`src/rtl/led_pkg.sv`:
```
package led_pkg;
  localparam int unsigned DUTY_W = 8;
  localparam int unsigned NSEG   = 8;
  localparam int unsigned SEG_W  = $clog2(NSEG);
  localparam int unsigned NIB_W  = 4;
  localparam int unsigned DLY_W  = 12;
  localparam int unsigned PS_W   = 16;
  localparam int unsigned REG_W  = 32;
  localparam int unsigned ADDR_W = 3;
  localparam int unsigned WDT_W  = 8;

  // control bit positions
  localparam int unsigned CB_SRST = 0;
  localparam int unsigned CB_ASYM = 1;
  localparam int unsigned CB_MODE = 2;
  localparam int unsigned CB_RES  = 4;
  localparam int unsigned CB_CSEL = 6;
  localparam int unsigned CB_UPD  = 7;
  localparam int unsigned CB_WDT  = 8;

  localparam logic [ADDR_W-1:0] A_CTRL  = 3'd0;
  localparam logic [ADDR_W-1:0] A_LIM   = 3'd1;
  localparam logic [ADDR_W-1:0] A_DLY   = 3'd2;
  localparam logic [ADDR_W-1:0] A_USTEP = 3'd3;
  localparam logic [ADDR_W-1:0] A_UIV   = 3'd4;
  localparam logic [ADDR_W-1:0] A_DSTEP = 3'd5;
  localparam logic [ADDR_W-1:0] A_DIV   = 3'd6;
  localparam logic [ADDR_W-1:0] A_BLINK = 3'd7;

  typedef enum logic [1:0] {
    MODE_OFF = 2'd0, MODE_BREATHE = 2'd1, MODE_BLINK = 2'd2, MODE_ON = 2'd3
  } mode_e;

  typedef struct packed {
    logic [WDT_W-1:0] wdt;
    mode_e            mode;
    logic [1:0]       res;
    logic             csel;
    logic             asym;
  } ctrl_t;

  typedef struct packed {
    logic [DUTY_W-1:0]     lo_lim;
    logic [DUTY_W-1:0]     hi_lim;
    logic [DLY_W-1:0]      lo_dly;
    logic [DLY_W-1:0]      hi_dly;
    logic [NSEG*NIB_W-1:0] up_step;
    logic [NSEG*NIB_W-1:0] up_iv;
    logic [NSEG*NIB_W-1:0] dn_step;
    logic [NSEG*NIB_W-1:0] dn_iv;
    logic [DUTY_W-1:0]     bl_duty;
    logic [PS_W-1:0]       bl_ps;
  } cfg_t;

  function automatic logic [1:0] res_shift(input logic [1:0] res);
    return (res == 2'd3) ? 2'd2 : res;
  endfunction

  function automatic logic [DUTY_W-1:0] res_top(input logic [1:0] res);
    return {DUTY_W{1'b1}} >> res_shift(res);
  endfunction
endpackage

```
`src/rtl/led_regs.sv`:
```
module led_regs
  import led_pkg::*;
#(
  parameter logic [WDT_W-1:0] WDT_DFLT = 8'h14
) (
  input  logic              clk_i,
  input  logic              rst_ni,
  input  logic              wr_en_i,
  input  logic [ADDR_W-1:0] wr_addr_i,
  input  logic [REG_W-1:0]  wr_data_i,
  input  logic              period_end_i,
  output ctrl_t             ctrl_o,
  output cfg_t              act_o,
  output logic              pend_o
);
  localparam ctrl_t CTRL_DFLT = '{wdt: WDT_DFLT, mode: MODE_OFF, res: 2'd0, csel: 1'b0, asym: 1'b0};

  ctrl_t ctrl_q;
  cfg_t  hold_q, hold_d, act_q;
  logic  pend_q;

  logic ctrl_wr, srst, live;
  assign ctrl_wr = wr_en_i && (wr_addr_i == A_CTRL);
  assign srst    = ctrl_wr && wr_data_i[CB_SRST];
  assign live    = (ctrl_q.mode == MODE_BREATHE) || (ctrl_q.mode == MODE_BLINK);

  always_comb begin
    hold_d = hold_q;
    if (wr_en_i) begin
      unique case (wr_addr_i)
        A_LIM: begin
          hold_d.lo_lim = wr_data_i[DUTY_W-1:0];
          hold_d.hi_lim = wr_data_i[DUTY_W +: DUTY_W];
        end
        A_DLY: begin
          hold_d.lo_dly = wr_data_i[DLY_W-1:0];
          hold_d.hi_dly = wr_data_i[16 +: DLY_W];
        end
        A_USTEP: hold_d.up_step = wr_data_i[NSEG*NIB_W-1:0];
        A_UIV:   hold_d.up_iv   = wr_data_i[NSEG*NIB_W-1:0];
        A_DSTEP: hold_d.dn_step = wr_data_i[NSEG*NIB_W-1:0];
        A_DIV:   hold_d.dn_iv   = wr_data_i[NSEG*NIB_W-1:0];
        A_BLINK: begin
          hold_d.bl_duty = wr_data_i[DUTY_W-1:0];
          hold_d.bl_ps   = wr_data_i[16 +: PS_W];
        end
        default: ;
      endcase
    end
  end

  always_ff @(posedge clk_i or negedge rst_ni) begin
    if (!rst_ni) begin
      ctrl_q <= CTRL_DFLT;
      hold_q <= '0;
      act_q  <= '0;
      pend_q <= 1'b0;
    end else if (srst) begin
      ctrl_q <= CTRL_DFLT;
      hold_q <= '0;
      act_q  <= '0;
      pend_q <= 1'b0;
    end else begin
      hold_q <= hold_d;
      if (ctrl_wr) begin
        ctrl_q.wdt  <= wr_data_i[CB_WDT +: WDT_W];
        ctrl_q.mode <= mode_e'(wr_data_i[CB_MODE +: 2]);
        ctrl_q.res  <= wr_data_i[CB_RES +: 2];
        ctrl_q.csel <= wr_data_i[CB_CSEL];
        ctrl_q.asym <= wr_data_i[CB_ASYM];
      end
      if (!live) begin
        // static modes: writes land directly, nothing to hand over
        act_q  <= hold_d;
        pend_q <= 1'b0;
      end else begin
        if (pend_q && period_end_i) begin
          act_q  <= hold_q;
          pend_q <= 1'b0;
        end
        if (ctrl_wr && wr_data_i[CB_UPD]) pend_q <= 1'b1;
      end
    end
  end

  assign ctrl_o = ctrl_q;
  assign act_o  = act_q;
  assign pend_o = pend_q;
endmodule

```
`src/rtl/led_pwm.sv`:
```
module led_pwm
  import led_pkg::*;
(
  input  logic              clk_i,
  input  logic              rst_ni,
  input  mode_e             mode_i,
  input  logic [1:0]        res_i,
  input  logic              csel_i,
  input  logic              slow_tick_i,
  input  logic [PS_W-1:0]   ps_i,
  input  logic [DUTY_W-1:0] cmp_i,
  output logic              hi_o,
  output logic              period_end_o
);
  logic [PS_W-1:0]   ps_cnt_q;
  logic [DUTY_W-1:0] cnt_q, top;
  logic blink, breathe, tick, ps_done, adv, wrap;

  assign blink   = (mode_i == MODE_BLINK);
  assign breathe = (mode_i == MODE_BREATHE);
  assign tick    = blink ? (csel_i | slow_tick_i) : (breathe & slow_tick_i);
  assign ps_done = blink ? (ps_cnt_q >= ps_i) : 1'b1;
  assign adv     = tick && ps_done;
  assign top     = blink ? {DUTY_W{1'b1}} : res_top(res_i);
  // >= so a resolution cut mid-period wraps on the next advance
  assign wrap    = (cnt_q >= top);
  assign period_end_o = adv && wrap;

  always_ff @(posedge clk_i or negedge rst_ni) begin
    if (!rst_ni) begin
      ps_cnt_q <= '0;
      cnt_q    <= '0;
    end else if (!(blink || breathe)) begin
      ps_cnt_q <= '0;
      cnt_q    <= '0;
    end else begin
      if (tick) ps_cnt_q <= ps_done ? '0 : ps_cnt_q + 1'b1;
      if (adv)  cnt_q    <= wrap ? '0 : cnt_q + 1'b1;
    end
  end

  assign hi_o = (cnt_q < cmp_i);
endmodule

```
`src/rtl/led_ramp.sv`:
```
module led_ramp
  import led_pkg::*;
(
  input  logic              clk_i,
  input  logic              rst_ni,
  input  logic              en_i,
  input  logic              period_end_i,
  input  logic [1:0]        res_i,
  input  logic              asym_i,
  input  cfg_t              cfg_i,
  output logic [DUTY_W-1:0] duty_o
);
  logic [NIB_W-1:0] up_step [NSEG];
  logic [NIB_W-1:0] up_iv   [NSEG];
  logic [NIB_W-1:0] dn_step [NSEG];
  logic [NIB_W-1:0] dn_iv   [NSEG];

  for (genvar k = 0; k < NSEG; k++) begin : g_seg
    assign up_step[k] = cfg_i.up_step[k*NIB_W +: NIB_W];
    assign up_iv[k]   = cfg_i.up_iv[k*NIB_W +: NIB_W];
    assign dn_step[k] = asym_i ? cfg_i.dn_step[k*NIB_W +: NIB_W] : cfg_i.up_step[k*NIB_W +: NIB_W];
    assign dn_iv[k]   = asym_i ? cfg_i.dn_iv[k*NIB_W +: NIB_W]   : cfg_i.up_iv[k*NIB_W +: NIB_W];
  end

  logic [DUTY_W-1:0] duty_q, top, hi_lim, lo_lim, nxt;
  logic [DLY_W-1:0]  hold_q;
  logic [NIB_W-1:0]  iv_cnt_q, step, iv;
  logic [SEG_W-1:0]  seg;
  logic              up_q;
  logic [DUTY_W:0]   sum, floor_sum;

  assign top    = res_top(res_i);
  assign hi_lim = (cfg_i.hi_lim > top) ? top : cfg_i.hi_lim;
  assign lo_lim = (cfg_i.lo_lim > hi_lim) ? hi_lim : cfg_i.lo_lim;
  assign seg    = SEG_W'(duty_q >> (DUTY_W - SEG_W - res_shift(res_i)));
  assign step   = up_q ? up_step[seg] : dn_step[seg];
  assign iv     = up_q ? up_iv[seg]   : dn_iv[seg];

  always_comb begin
    sum       = {1'b0, duty_q} + (DUTY_W+1)'(step);
    floor_sum = {1'b0, lo_lim} + (DUTY_W+1)'(step);
    if (up_q) nxt = (sum >= {1'b0, hi_lim}) ? hi_lim : sum[DUTY_W-1:0];
    else      nxt = ({1'b0, duty_q} <= floor_sum) ? lo_lim : duty_q - DUTY_W'(step);
  end

  always_ff @(posedge clk_i or negedge rst_ni) begin
    if (!rst_ni) begin
      duty_q   <= '0;
      up_q     <= 1'b1;
      hold_q   <= '0;
      iv_cnt_q <= '0;
    end else if (!en_i) begin
      duty_q   <= lo_lim;
      up_q     <= 1'b1;
      hold_q   <= cfg_i.lo_dly;
      iv_cnt_q <= '0;
    end else if (period_end_i) begin
      if (hold_q != '0) begin
        hold_q <= hold_q - 1'b1;
      end else if (up_q && duty_q >= hi_lim) begin
        up_q   <= 1'b0;
        hold_q <= cfg_i.hi_dly;
      end else if (!up_q && duty_q <= lo_lim) begin
        up_q   <= 1'b1;
        hold_q <= cfg_i.lo_dly;
      end else if (iv_cnt_q < iv) begin
        iv_cnt_q <= iv_cnt_q + 1'b1;
      end else begin
        iv_cnt_q <= '0;
        duty_q   <= nxt;
      end
    end
  end

  assign duty_o = duty_q;
endmodule

```
`src/rtl/led_pulse_ctrl.sv`:
```
module led_pulse_ctrl
  import led_pkg::*;
#(
  parameter logic [WDT_W-1:0] WDT_DFLT = 8'h14
) (
  input  logic              clk_i,
  input  logic              rst_ni,
  input  logic              slow_tick_i,
  input  logic              wr_en_i,
  input  logic [ADDR_W-1:0] wr_addr_i,
  input  logic [REG_W-1:0]  wr_data_i,
  output logic              led_o,
  output logic [DUTY_W-1:0] duty_o,
  output logic              upd_pending_o,
  output logic [WDT_W-1:0]  wdt_reload_o
);
  ctrl_t             ctrl_q;
  cfg_t              act;
  logic              period_end, pwm_hi, breathe, blink;
  logic [DUTY_W-1:0] ramp_duty, cmp;

  led_regs #(.WDT_DFLT(WDT_DFLT)) u_regs (
    .clk_i, .rst_ni, .wr_en_i, .wr_addr_i, .wr_data_i,
    .period_end_i(period_end), .ctrl_o(ctrl_q), .act_o(act), .pend_o(upd_pending_o)
  );

  assign breathe = (ctrl_q.mode == MODE_BREATHE);
  assign blink   = (ctrl_q.mode == MODE_BLINK);
  assign cmp     = breathe ? ramp_duty : act.bl_duty;

  led_pwm u_pwm (
    .clk_i, .rst_ni, .mode_i(ctrl_q.mode), .res_i(ctrl_q.res), .csel_i(ctrl_q.csel),
    .slow_tick_i, .ps_i(act.bl_ps), .cmp_i(cmp), .hi_o(pwm_hi), .period_end_o(period_end)
  );

  led_ramp u_ramp (
    .clk_i, .rst_ni, .en_i(breathe), .period_end_i(period_end), .res_i(ctrl_q.res),
    .asym_i(ctrl_q.asym), .cfg_i(act), .duty_o(ramp_duty)
  );

  assign led_o        = (ctrl_q.mode == MODE_ON) || ((breathe || blink) && pwm_hi);
  assign duty_o       = breathe ? ramp_duty : (blink ? act.bl_duty : '0);
  assign wdt_reload_o = ctrl_q.wdt;
endmodule

```
`config.mk`:
```
export PLATFORM = sky130hd
export DESIGN_NAME = led_pulse_ctrl
export DESIGN_NICKNAME = d
export VERILOG_FILES = /design/src/rtl/led_pkg.sv /design/src/rtl/led_regs.sv /design/src/rtl/led_pwm.sv /design/src/rtl/led_ramp.sv /design/src/rtl/led_pulse_ctrl.sv
export SDC_FILE = /design/constraint.sdc
export NUM_CORES = 1
export LEC_CHECK = 0
export BUFFER_PORTS_ARGS = -buffer_cell sky130_fd_sc_hd__buf_2
export CORE_ASPECT_RATIO = 0.5
export CORE_UTILIZATION = 45
export CTS_CLUSTER_DIAMETER = 30
export DETAILED_ROUTE_END_ITERATION = 6
export PLACE_DENSITY = 0.63
export SYNTH_ARGS = -nofsm -noshare
export SYNTH_HDL_FRONTEND = slang
export SYNTH_SLANG_ARGS = --single-unit
```
`constraint.sdc`:
```
create_clock -name clk_i -period 6.9 [get_ports clk_i]
set_input_delay 1.38 -clock clk_i [delete_from_list [all_inputs] [get_ports clk_i]]
set_output_delay 1.38 -clock clk_i [all_outputs]
set_load 0.02 [all_outputs]
```
==> run metrics <==
run status=complete, no violations; Synth async-reset ratio=100.0%; Static Leak=12.42 nW; syn_area_per_cell=10.00 um2; sw power=0.005264 W; Synth Flop Type=dfrtp_1; final count of hold timing violations=0; Num CTS Buffers=73; hold path depth=2; row cnt=58; Post-Syn Instances=2320; Final Max Slew Viols=0; ANT nets after route=0; Syn-to-layout area delta=15.55%; final instance area=26810 um2; IO buf count=56; post-detail-place hpwl=42.36 mm; leading area contributor after synthesis=dfrtp_1; Core Util, Final=53.00%; fin crit period=6.367 ns; pwr dens=506.9 nW/um2; Synth Cell Area=23200 um2; # fillers=4475; Worst Reg2Reg Path Length in Cells=28; CTS tree=yes; H-tree depth=3; crit share post-route=92.27%; Total GRT Usage=26.44%; Hold Worst Slack=0.4704 ns; largest vdd supply drop=0.0002701 V; Tot Pwr=0.01359 W; clk root buf=clkbuf_16; die span in y=162.6 um; vias in the first global route=17.49k; Initial DRC Count=1648; internal power=0.008326 W; IO Pins=57; Slew @ Worst Pin=1.222 ns; post-synthesis cell type count=73; Routability Congestion=0.8889; die area=52520 um2; register area=11210 um2; Hold Path End=u_regs.ctrl_o[9]$_DFFE_PN0P_; DRT Pass-1 Iters=5; via count=18.18k; most used cell, CP=ha_1; Placeable Area=50580 um2; number of synthesized flops with an enable pin=0; Post-route DRC=0; flops & latches, synth=448; category of the most critical setup path=reg2reg; reg-to-reg startpoint=u_regs.ctrl_o[2]$_DFFE_PN0P_; register share of total power=29.9%; Yosys warnings=0; crit end category=flop; Initial Util=45.87%; register area share after synthesis=48.34%; Final Skew=0.02194 ns; Total Wirelength=68.35 mm; R2R Setup Slk=0.53 ns; total grt overflow=0; DR WL/cell=22.24 um; placed cell areas=24210 um2; slowest stage delay, CP=0.44 ns; initial antenna violation count=6; multi-input logic area=11150 um2; HP Class=reg2reg; clk buf depth=3; top-count cell post-synth=dfrtp_1; Num Clock Sinks=448; critical path data arrival time=6.84 ns; share of post-route cells with drive strength above 1=18.04%; largest net degree at the start of global routing=162; first-pass GRT wire length=106.1 mm; Reg-to-Reg End=u_ramp.duty_o[7]$_DFFE_PN0P_; max frequency=157.1 MHz; die width=323.1 um; final setup fails=0; Logic pwr share=42.1%; clock share of power=28.1%; Layout Nets=2450; CP Max Fanout=9; Commonest cells post-synth=445 x dfrtp_1, 308 x nand2_1, 228 x a21oi_1; Sw Ratio=38.74%; relative slew slack=18.24%; Hold Path Origin=u_regs.ctrl_o[9]$_DFFE_PN0P_; CP Launch Type=flop; share of the synthesized area in the top cell type=48.00%; syn nets=2447; Synth area leaders=dfrtp_1 48%, mux2i_1 6.2%, o221a_2 5.2%; Vias/cell=5.914; CTS clk-pin slew, worst paths=0.05 ns; Worst-Skew Late Latency=0.61 ns; crit path max-delay cell type=dfrtp_1; Max-cap violations=0; Worst EP required=7.38 ns
## what timing repair did
item | in CTS | in global routing
setup buffers | 0 | 2
gates resized for setup | 0 | 1
hold buffers | 0 | 0
setup endpoints to repair | 0 | 6
## cell families after synthesis
kind of cell             Yosys count  synth area share, %
adder cells (fa/ha/maj)           89                4.886
AO/OA/AOI/OAI                    702                20.27
AND/OR/NAND/NOR                  624                11.54
multiplexers                     190                9.826
buffers and inverters            241                4.153
flip-flops                       448                48.34
XOR/XNOR                          26               0.9816
## stage by stage
step | setup TNS [ns] | cells | setup WS, ns
2_1_floorplan | 0 | 2320 | 0.8196
3_3_place_gp | 0 | 2936 | 0.5832
3_5_place_dp | 0 | 2936 | 0.4750
4_1_cts | 0 | 3071 | 0.4250
5_1_grt | -0.02144 | 3074 | -0.02144
6_report | 0 | 3074 | 0.5333
## cell type report
type / instances / share of cell area [%]
flip-flops and latches: 448 / 41.83
multi-input cells: 1631 / 41.58
clock buffers: 86 / 7.533
well taps: 690 / 3.221
repair buffers: 110 / 2.922
clock inverters: 49 / 2.077
inverters: 59 / 0.8261
diodes: 1 / 0.009335
## layer usage
metal / track usage, % / share of wire [%] / vias up
met2: 39.05 / 44 / 584
met5: 0 / 0 / -
met1: 38.47 / 46 / 8998
met3: 4.750 / 6.7 / 141
met4: 10.56 / 3.7 / 0
li1: - / - / 8457
## flip-flops by register name (all words and copies together), names as in the netlist, 4 cells and up
register         count
u_regs.act_o       192
u_regs.hold_q      192
u_pwm.ps_cnt_q      16
u_regs.ctrl_o       14
u_ramp.hold_q       12
u_pwm.cnt_q          8
u_ramp.duty_o        8
u_ramp.iv_cnt_q      4
## cell usage in the layout, fill, tap and decap left out, drive strengths merged, types with 4 or more instances in the layout
master    instances
a211oi           16
a21o             13
a21oi           228
a22o             11
a22oi            13
a31oi             7
and2              5
and3             19
buf             110
bufinv            6
clkbuf           86
clkinv           14
clkinvlp          9
dfrtp           445
ha               85
inv              79
mux2             16
mux2i           146
mux4             28
nand2           308
nand2b           30
nand3            21
nand4            10
nor2            189
nor2b            12
nor3             13
o211ai            8
o21a              7
o21ai           160
o221a           108
o221ai           14
o22ai            81
o2bb2ai           4
o31ai             5
xnor2            11
xor2             15
## how the worst max path moves through the flow
stage                                 start                            to  slack, ns  cells after the start
3_3_place_gp   u_regs.ctrl_o[2]$_DFFE_PN0P_  u_ramp.duty_o[7]$_DFFE_PN0P_       0.58                     30
3_5_place_dp   u_regs.ctrl_o[2]$_DFFE_PN0P_  u_ramp.duty_o[7]$_DFFE_PN0P_       0.48                     27
5_1_grt        u_regs.ctrl_o[2]$_DFFE_PN0P_  u_ramp.duty_o[7]$_DFFE_PN0P_      -0.02                     29
4_1_cts        u_regs.ctrl_o[2]$_DFFE_PN0P_  u_ramp.duty_o[7]$_DFFE_PN0P_       0.42                     27
2_1_floorplan  u_regs.ctrl_o[3]$_DFFE_PN0P_  u_ramp.duty_o[7]$_DFFE_PN0P_       0.82                     32
6_report       u_regs.ctrl_o[2]$_DFFE_PN0P_  u_ramp.duty_o[7]$_DFFE_PN0P_       0.53                     28
## power groups by stage
stage | clock [W] | combinational, W | sequential (W)
after detailed placement | 0 | 0.00564 | 0.00409
final | 0.00381 | 0.00572 | 0.00406
after floorplan | 0 | 0.00418 | 0.00388
after global routing | 0.00398 | 0.00628 | 0.00415
after CTS | 0.00386 | 0.00566 | 0.00405
after global placement | 0 | 0.00555 | 0.00407
## worst max-delay path: cells and delay by family (launching register included)
| kind | cells | cell delay, ns |
|---|---|---|
| DFF | 1 | 0.44 |
| xor gates and xnor gates | 1 | 0.20 |
| muxes | 1 | 0.26 |
| adders and majority gates | 4 | 1.21 |
| AOI/OAI and AO/OA | 14 | 2.93 |
| buffers and inverters | 3 | 0.26 |
| and+or+nand+nor | 5 | 0.94 |
Note: power is estimated with default switching activity, not from simulation.
